<file path="config.mk">
export PLATFORM = sky130hd
export DESIGN_NAME = i2c_tgt_front
export DESIGN_NICKNAME = d
export VERILOG_FILES = /design/src/rtl/i2ct_pkg.sv /design/src/rtl/i2ct_regs.sv /design/src/rtl/i2ct_sync.sv /design/src/rtl/i2ct_addr_fsm.sv /design/src/rtl/i2c_tgt_front.sv
export SDC_FILE = /design/constraint.sdc
export NUM_CORES = 1
export LEC_CHECK = 0
export BUFFER_PORTS_ARGS = -buffer_cell sky130_fd_sc_hd__buf_2
export CAP_MARGIN = 20
export CELL_PAD_IN_SITES_DETAIL_PLACEMENT = 2
export CELL_PAD_IN_SITES_GLOBAL_PLACEMENT = 2
export CORE_ASPECT_RATIO = 1.75
export CORE_MARGIN = 10
export CORE_UTILIZATION = 44
export CTS_CLUSTER_DIAMETER = 50
export CTS_CLUSTER_SIZE = 12
export DETAILED_ROUTE_END_ITERATION = 10
export MAX_ROUTING_LAYER = met4
export PLACE_DENSITY_LB_ADDON = 0.1
export SLEW_MARGIN = 10
export SYNTH_ARGS = -nofsm -noshare
export SYNTH_HDL_FRONTEND = slang
export SYNTH_HIERARCHICAL = 1
export SYNTH_SLANG_ARGS = --single-unit
</file>
<file path="constraint.sdc">
create_clock -name clk -period 3.77 [get_ports clk]
set_clock_uncertainty 0.15 [all_clocks]
set_input_delay 0.5655 -clock clk [delete_from_list [all_inputs] [get_ports clk]]
set_output_delay 0.5655 -clock clk [all_outputs]
set_load 0.02 [all_outputs]
</file>
<file path="src/rtl/i2ct_pkg.sv">
package i2ct_pkg;
  localparam int ADDR_W = 10;
  localparam int CTRL_W = 7;
  localparam int CTRL_MASTER_BIT = 0;
  localparam int CTRL_TEN_BIT    = 3;
  localparam int CTRL_SLVDIS_BIT = 6;
  localparam logic [4:0] HDR10_TAG = 5'b11110;

  typedef enum logic [2:0] {
    ST_IDLE, ST_RX1, ST_ACK1, ST_RX2, ST_ACK2, ST_SEL
  } tgt_state_e;

  // 7-bit compare, reserved 10-bit header never matches
  function automatic logic match_short(input logic [7:0] b, input logic [ADDR_W-1:0] a);
    return (b[7:1] == a[6:0]) && (b[7:3] != HDR10_TAG);
  endfunction

  // 10-bit header byte compare (write direction only)
  function automatic logic match_long_hdr(input logic [7:0] b, input logic [ADDR_W-1:0] a);
    return (b[7:3] == HDR10_TAG) && (b[2:1] == a[9:8]) && !b[0];
  endfunction

  // 10-bit low byte compare
  function automatic logic match_long_low(input logic [7:0] b, input logic [ADDR_W-1:0] a);
    return b == a[7:0];
  endfunction
endpackage

</file>
<file path="src/rtl/i2ct_regs.sv">
module i2ct_regs
  import i2ct_pkg::*;
#(
  parameter logic [ADDR_W-1:0] ADDR_RST = 10'h055,
  parameter logic [CTRL_W-1:0] CTRL_RST = 7'h41
) (
  input  logic              clk,
  input  logic              rst_n,
  input  logic              wr,
  input  logic [1:0]        sel,
  input  logic [ADDR_W-1:0] wdata,
  output logic              en_q,
  output logic [ADDR_W-1:0] addr_q,
  output logic [CTRL_W-1:0] ctrl_q
);
  logic cfg_open;
  assign cfg_open = !en_q;

  always_ff @(posedge clk or negedge rst_n) begin
    if (!rst_n) begin
      en_q   <= 1'b0;
      addr_q <= ADDR_RST;
      ctrl_q <= CTRL_RST;
    end else if (wr) begin
      case (sel)
        2'd0: en_q <= wdata[0];
        2'd1: if (cfg_open) addr_q <= wdata;
        2'd2: if (cfg_open) ctrl_q <= wdata[CTRL_W-1:0];
        default: ;
      endcase
    end
  end
endmodule

</file>
<file path="src/rtl/i2ct_sync.sv">
module i2ct_sync #(
  parameter int SYNC_STAGES = 2,
  parameter int SETTLE_CYC  = 6
) (
  input  logic clk,
  input  logic rst_n,
  input  logic scl_in,
  input  logic sda_in,
  output logic sda_s,
  output logic settled,
  output logic start_evt,
  output logic stop_evt,
  output logic scl_rise,
  output logic scl_fall
);
  localparam int CNT_W = $clog2(SETTLE_CYC + 1);

  logic [1:0] line_in, line_s, line_q;
  logic [CNT_W-1:0] settle_cnt;
  logic scl_s;

  assign line_in = {sda_in, scl_in};

  for (genvar g = 0; g < 2; g++) begin : g_line
    logic [SYNC_STAGES-1:0] pipe;
    always_ff @(posedge clk or negedge rst_n) begin
      if (!rst_n) begin
        pipe      <= '1;  // idle-high reset
        line_q[g] <= 1'b1;
      end else begin
        pipe      <= {pipe[SYNC_STAGES-2:0], line_in[g]};
        line_q[g] <= pipe[SYNC_STAGES-1];
      end
    end
    assign line_s[g] = pipe[SYNC_STAGES-1];
  end

  always_ff @(posedge clk or negedge rst_n) begin
    if (!rst_n) settle_cnt <= '0;
    else if (!settled) settle_cnt <= settle_cnt + 1'b1;
  end
  assign settled = (settle_cnt == CNT_W'(SETTLE_CYC));

  assign scl_s     = line_s[0];
  assign sda_s     = line_s[1];
  assign start_evt = settled && scl_s && line_q[0] && line_q[1] && !sda_s;
  assign stop_evt  = settled && scl_s && line_q[0] && !line_q[1] && sda_s;
  assign scl_rise  = scl_s && !line_q[0];
  assign scl_fall  = !scl_s && line_q[0];
endmodule

</file>
<file path="src/rtl/i2ct_addr_fsm.sv">
module i2ct_addr_fsm
  import i2ct_pkg::*;
(
  input  logic              clk,
  input  logic              rst_n,
  input  logic              active,
  input  logic              mode10,
  input  logic [ADDR_W-1:0] own_addr,
  input  logic              sda_s,
  input  logic              start_evt,
  input  logic              stop_evt,
  input  logic              scl_rise,
  input  logic              scl_fall,
  output logic              sda_pull,
  output logic              selected,
  output logic              rd_wr
);
  tgt_state_e state;
  logic [7:0] shreg;
  logic [3:0] bitcnt;
  logic byte_done, hit1, hit2;

  assign byte_done = scl_fall && (bitcnt == 4'd8);
  assign hit1 = mode10 ? match_long_hdr(shreg, own_addr) : match_short(shreg, own_addr);
  assign hit2 = match_long_low(shreg, own_addr);

  always_ff @(posedge clk or negedge rst_n) begin
    if (!rst_n) begin
      state <= ST_IDLE; shreg <= '0; bitcnt <= '0;
      sda_pull <= 1'b0; selected <= 1'b0; rd_wr <= 1'b0;
    end else if (!active) begin
      state <= ST_IDLE; sda_pull <= 1'b0; selected <= 1'b0;
    end else if (start_evt) begin
      state <= ST_RX1; bitcnt <= '0; sda_pull <= 1'b0; selected <= 1'b0;
    end else if (stop_evt) begin
      state <= ST_IDLE; sda_pull <= 1'b0; selected <= 1'b0;
    end else begin
      case (state)
        ST_RX1, ST_RX2: begin
          if (scl_rise && bitcnt != 4'd8) begin
            shreg  <= {shreg[6:0], sda_s};
            bitcnt <= bitcnt + 4'd1;
          end else if (byte_done) begin
            if ((state == ST_RX1) ? hit1 : hit2) begin
              sda_pull <= 1'b1;
              state    <= (state == ST_RX1) ? ST_ACK1 : ST_ACK2;
              if (state == ST_RX1) rd_wr <= mode10 ? 1'b0 : shreg[0];
            end else begin
              state <= ST_IDLE;
            end
          end
        end
        ST_ACK1: if (scl_fall) begin
          sda_pull <= 1'b0;
          bitcnt   <= '0;
          state    <= mode10 ? ST_RX2 : ST_SEL;
          selected <= !mode10;
        end
        ST_ACK2: if (scl_fall) begin
          sda_pull <= 1'b0; state <= ST_SEL; selected <= 1'b1;
        end
        default: ;
      endcase
    end
  end
endmodule

</file>
<file path="src/rtl/i2c_tgt_front.sv">
module i2c_tgt_front
  import i2ct_pkg::*;
#(
  parameter int SYNC_STAGES = 2,
  parameter int SETTLE_CYC  = 6
) (
  input  logic              clk,
  input  logic              rst_n,
  input  logic              reg_wr,
  input  logic [1:0]        reg_sel,
  input  logic [ADDR_W-1:0] reg_wdata,
  input  logic              scl_in,
  input  logic              sda_in,
  output logic              sda_pull,
  output logic              selected,
  output logic              rd_wr
);
  logic              en_q;
  logic [ADDR_W-1:0] own_addr;
  logic [CTRL_W-1:0] ctrl_q;
  logic sda_s, settled, start_evt, stop_evt, scl_rise, scl_fall, active;

  i2ct_regs u_regs (
    .clk(clk), .rst_n(rst_n), .wr(reg_wr), .sel(reg_sel), .wdata(reg_wdata),
    .en_q(en_q), .addr_q(own_addr), .ctrl_q(ctrl_q)
  );

  i2ct_sync #(.SYNC_STAGES(SYNC_STAGES), .SETTLE_CYC(SETTLE_CYC)) u_sync (
    .clk(clk), .rst_n(rst_n), .scl_in(scl_in), .sda_in(sda_in),
    .sda_s(sda_s), .settled(settled), .start_evt(start_evt), .stop_evt(stop_evt),
    .scl_rise(scl_rise), .scl_fall(scl_fall)
  );

  assign active = en_q && !ctrl_q[CTRL_SLVDIS_BIT] && !ctrl_q[CTRL_MASTER_BIT];

  i2ct_addr_fsm u_fsm (
    .clk(clk), .rst_n(rst_n), .active(active), .mode10(ctrl_q[CTRL_TEN_BIT]),
    .own_addr(own_addr), .sda_s(sda_s), .start_evt(start_evt), .stop_evt(stop_evt),
    .scl_rise(scl_rise), .scl_fall(scl_fall),
    .sda_pull(sda_pull), .selected(selected), .rd_wr(rd_wr)
  );
endmodule

</file>
==> results by group <==
Placed design
  • Setup WS pre-CTS: 1.31 ns
  • HPWL Detailed: 4.20 mm
  • Port bufs: 19
  • Final RePlAce weighted congestion: 0.813

Timing
  • Crit path time final: 2.48 ns
  • Max Freq: 404 MHz
  • Final setup margin: 1.29 ns
  • Max-slew violation count: 0
  • Final TNS setup: 0 ns
  • Slew @ Worst Pin: 0.925 ns
  • Final Hold Viols: 0
  • RSZ-0062 raised after global routing: no
  • Final setup violation count: 0
  • Slew margin rel.: 0.384
  • Period utilization: 0.657

Yosys
  • Synth warnings: 6
  • Synth Net Count: 213
  • Post-synthesis instance area: 0.00223 mm²
  • Cells after synthesis: 192
  • Mean Syn Cell Area: 11.6 µm²

Power and ir drop
  • Sequential fraction of design power: 0.501
  • Switch share: 0.276
  • PwrDens: 465 mW/mm²
  • P_int: 0.829 mW
  • Combinational share of power: 0.179
  • Leakage: 1.12 nW
  • Max rail drop VDD: 283 µV
  • Clock power frac: 0.320
  • Psw: 0.316 mW

Clock network
  • CTS resizes: 0
  • Worst-path clk slew: 0.09 ns
  • CTS Buffer Depth: 2
  • Clk Latency, worst-skew pair: 0.31 ns
  • Hold_buf cts: 0
  • Num CTS Buffers: 5
  • TritonCTS clock tree: built
  • CTS root buffer: clkbuf_8
  • CTS HTree Levels: 2
  • Post-CTS Setup Inserts: 0
  • CTS sink count: 41

Global route
  • Met2 GRT Util: 0.280
  • Gr usage total: 0.148
  • Vias in the first global route: 1796
  • Total congestion overflow: 0
  • Initial antenna violation count: 0
  • Met3 Track Usage GR: 0.0217
  • Largest net degree at the start of global routing: 42
  • GRT met1 Usage: 0.146
  • GR peak layer: met2
  • Global-route wire length before repair: 9.41 mm

Min path
  • Hold crit path type: flip-flop to flip-flop
  • Min-Delay Startpoint: u_sync/g_line[0].pipe[0]$_DFF_PN1_
  • Hold depth: 0

Routing
  • Wire length per cell: 21.7 µm
  • Vias per Instance: 5.77
  • First DRT Iteration DRCs: 98
  • DR pass1 iterations: 4
  • Vias: 1540
  • Antenna Nets Post-Route: 0
  • Detailed Route WL: 5.79 mm
  • DRC violations left: 0

Setup path
  • Worst-path maximum fanout: 8
  • Data arrival, critical path: 2.51 ns
  • Crit path from: u_sync/settle_cnt[0]$_DFFE_PN0P_
  • R2R cell count: 8
  • Startpoint Class: flip-flop
  • Worst R2R Start: u_sync/settle_cnt[0]$_DFFE_PN0P_
  • CP required: 3.81 ns
  • Crit path capture type: flip-flop
  • Crit path kind: flip-flop to flip-flop

Layout
  • Core Util, Final: 0.499
  • Synth-to-Final Area Change: 10.2%
  • Fin nets: 233
  • Layout cells sized above 1: 0.272
  • N_diodes: 0

Floorplanning
  • Die H: 114 µm
  • IO Pins: 20
  • Starting density of the core: 0.453
  • Core area: 0.00493 mm²
  • Die ar.: 0.00844 mm²
  • Chip width: 73.9 µm
  • Site Rows: 34

Flow run
  • Max-Cap Viols: 0

Run status
  • Status: completed
==> layer usage <==
metal  part of all wire  routed length (µm)
met1               0.36                2110
met3              0.020                 114
met5                  0                   0
met4              0.014                  82
met2               0.60                3480
==> path summary, 6_finish.rpt <==
| check | endpoint | slack [ns] |
|---|---|---|
| worst max-delay path | u_fsm/state[1]$_DFFE_PN0P_ | 1.29 |
| worst min-delay path | u_sync/g_line[0].pipe[1]$_DFF_PN1_ | 0.20 |
| worst max register to register | u_fsm/state[1]$_DFFE_PN0P_ | 1.29 |
| worst min register to register | u_sync/g_line[0].pipe[1]$_DFF_PN1_ | 0.20 |
| max in group asynchronous | u_fsm/sda_pull$_DFFE_PN0P_ | 2.64 |
| min in group asynchronous | u_sync/settle_cnt[0]$_DFFE_PN0P_ | 0.24 |
==> power by group through the flow <==
stage | clock [mW] | sequential, mW | combinational (mW)
CTS | 0.377 | 0.576 | 0.208
global route | 0.390 | 0.582 | 0.225
global placement | 0 | 0.577 | 0.190
floorplan | 0 | 0.558 | 0.163
finish | 0.367 | 0.573 | 0.205
detailed placement | 0 | 0.582 | 0.203
==> cell type report <==
cell class / count / area (µm²)
clock inverters: 2 / 38.8
fillers: 518 / 2470
multi-input cells: 135 / 1110
repair buffers: 19 / 95.1
clock buffers: 6 / 72.6
well taps: 54 / 67.6
flip-flops and latches: 41 / 1040
inverters: 10 / 37.5
==> flip-flops by register name, indices dropped and copies added (netlist names) <==
signal              count
u_fsm/bitcnt            4
u_fsm/rd_wr             1
u_regs/addr_q          10
u_sync/settle_cnt       3
u_regs/ctrl_q           3
u_sync/g_line.pipe      4
u_regs/en_q             1
u_fsm/sda_pull          1
u_sync/line_q           2
u_fsm/selected          1
u_fsm/shreg             8
u_fsm/state             3
==> placed cells by master, fill, tap and decap left out, drive strengths merged, types with 2 or more instances in the layout <==
master,n
dfrtp,29
mux2,22
buf,19
nor2,15
dfstp,12
inv,10
xnor2,10
xor2,9
nand2b,7
nand2,6
nor2b,6
clkbuf,6
nand4,6
a21oi,5
nor4,4
ha,4
nor3b,4
o21ai,4
nand3,4
o22ai,3
or2,2
a211oi,2
o21a,2
or3,2
a32o,2
mux2i,2
and4bb,2
==> metrics by stage <==
stage | hold WS [ns] | std cells | cell area (µm²) | power, mW
floorplan | 0.120 | 192 | 2230 | 0.721
global placement | 0.196 | 259 | 2350 | 0.768
detailed placement | 0.200 | 259 | 2350 | 0.785
CTS | 0.197 | 267 | 2460 | 1.16
global route | 0.195 | 267 | 2460 | 1.20
finish | 0.195 | 267 | 2460 | 1.14
==> critical path, cell delays in order (launching register included) <==
cell,delay (ns)
dfrtp_1,0.41
inv_1,0.11
ha_1,0.22
nand4_2,0.12
nor3b_2,0.32
or3b_1,0.39
nor2_1,0.12
or3_1,0.37
o211a_1,0.14
No activity file was read; power rests on OpenSTA's default activity.
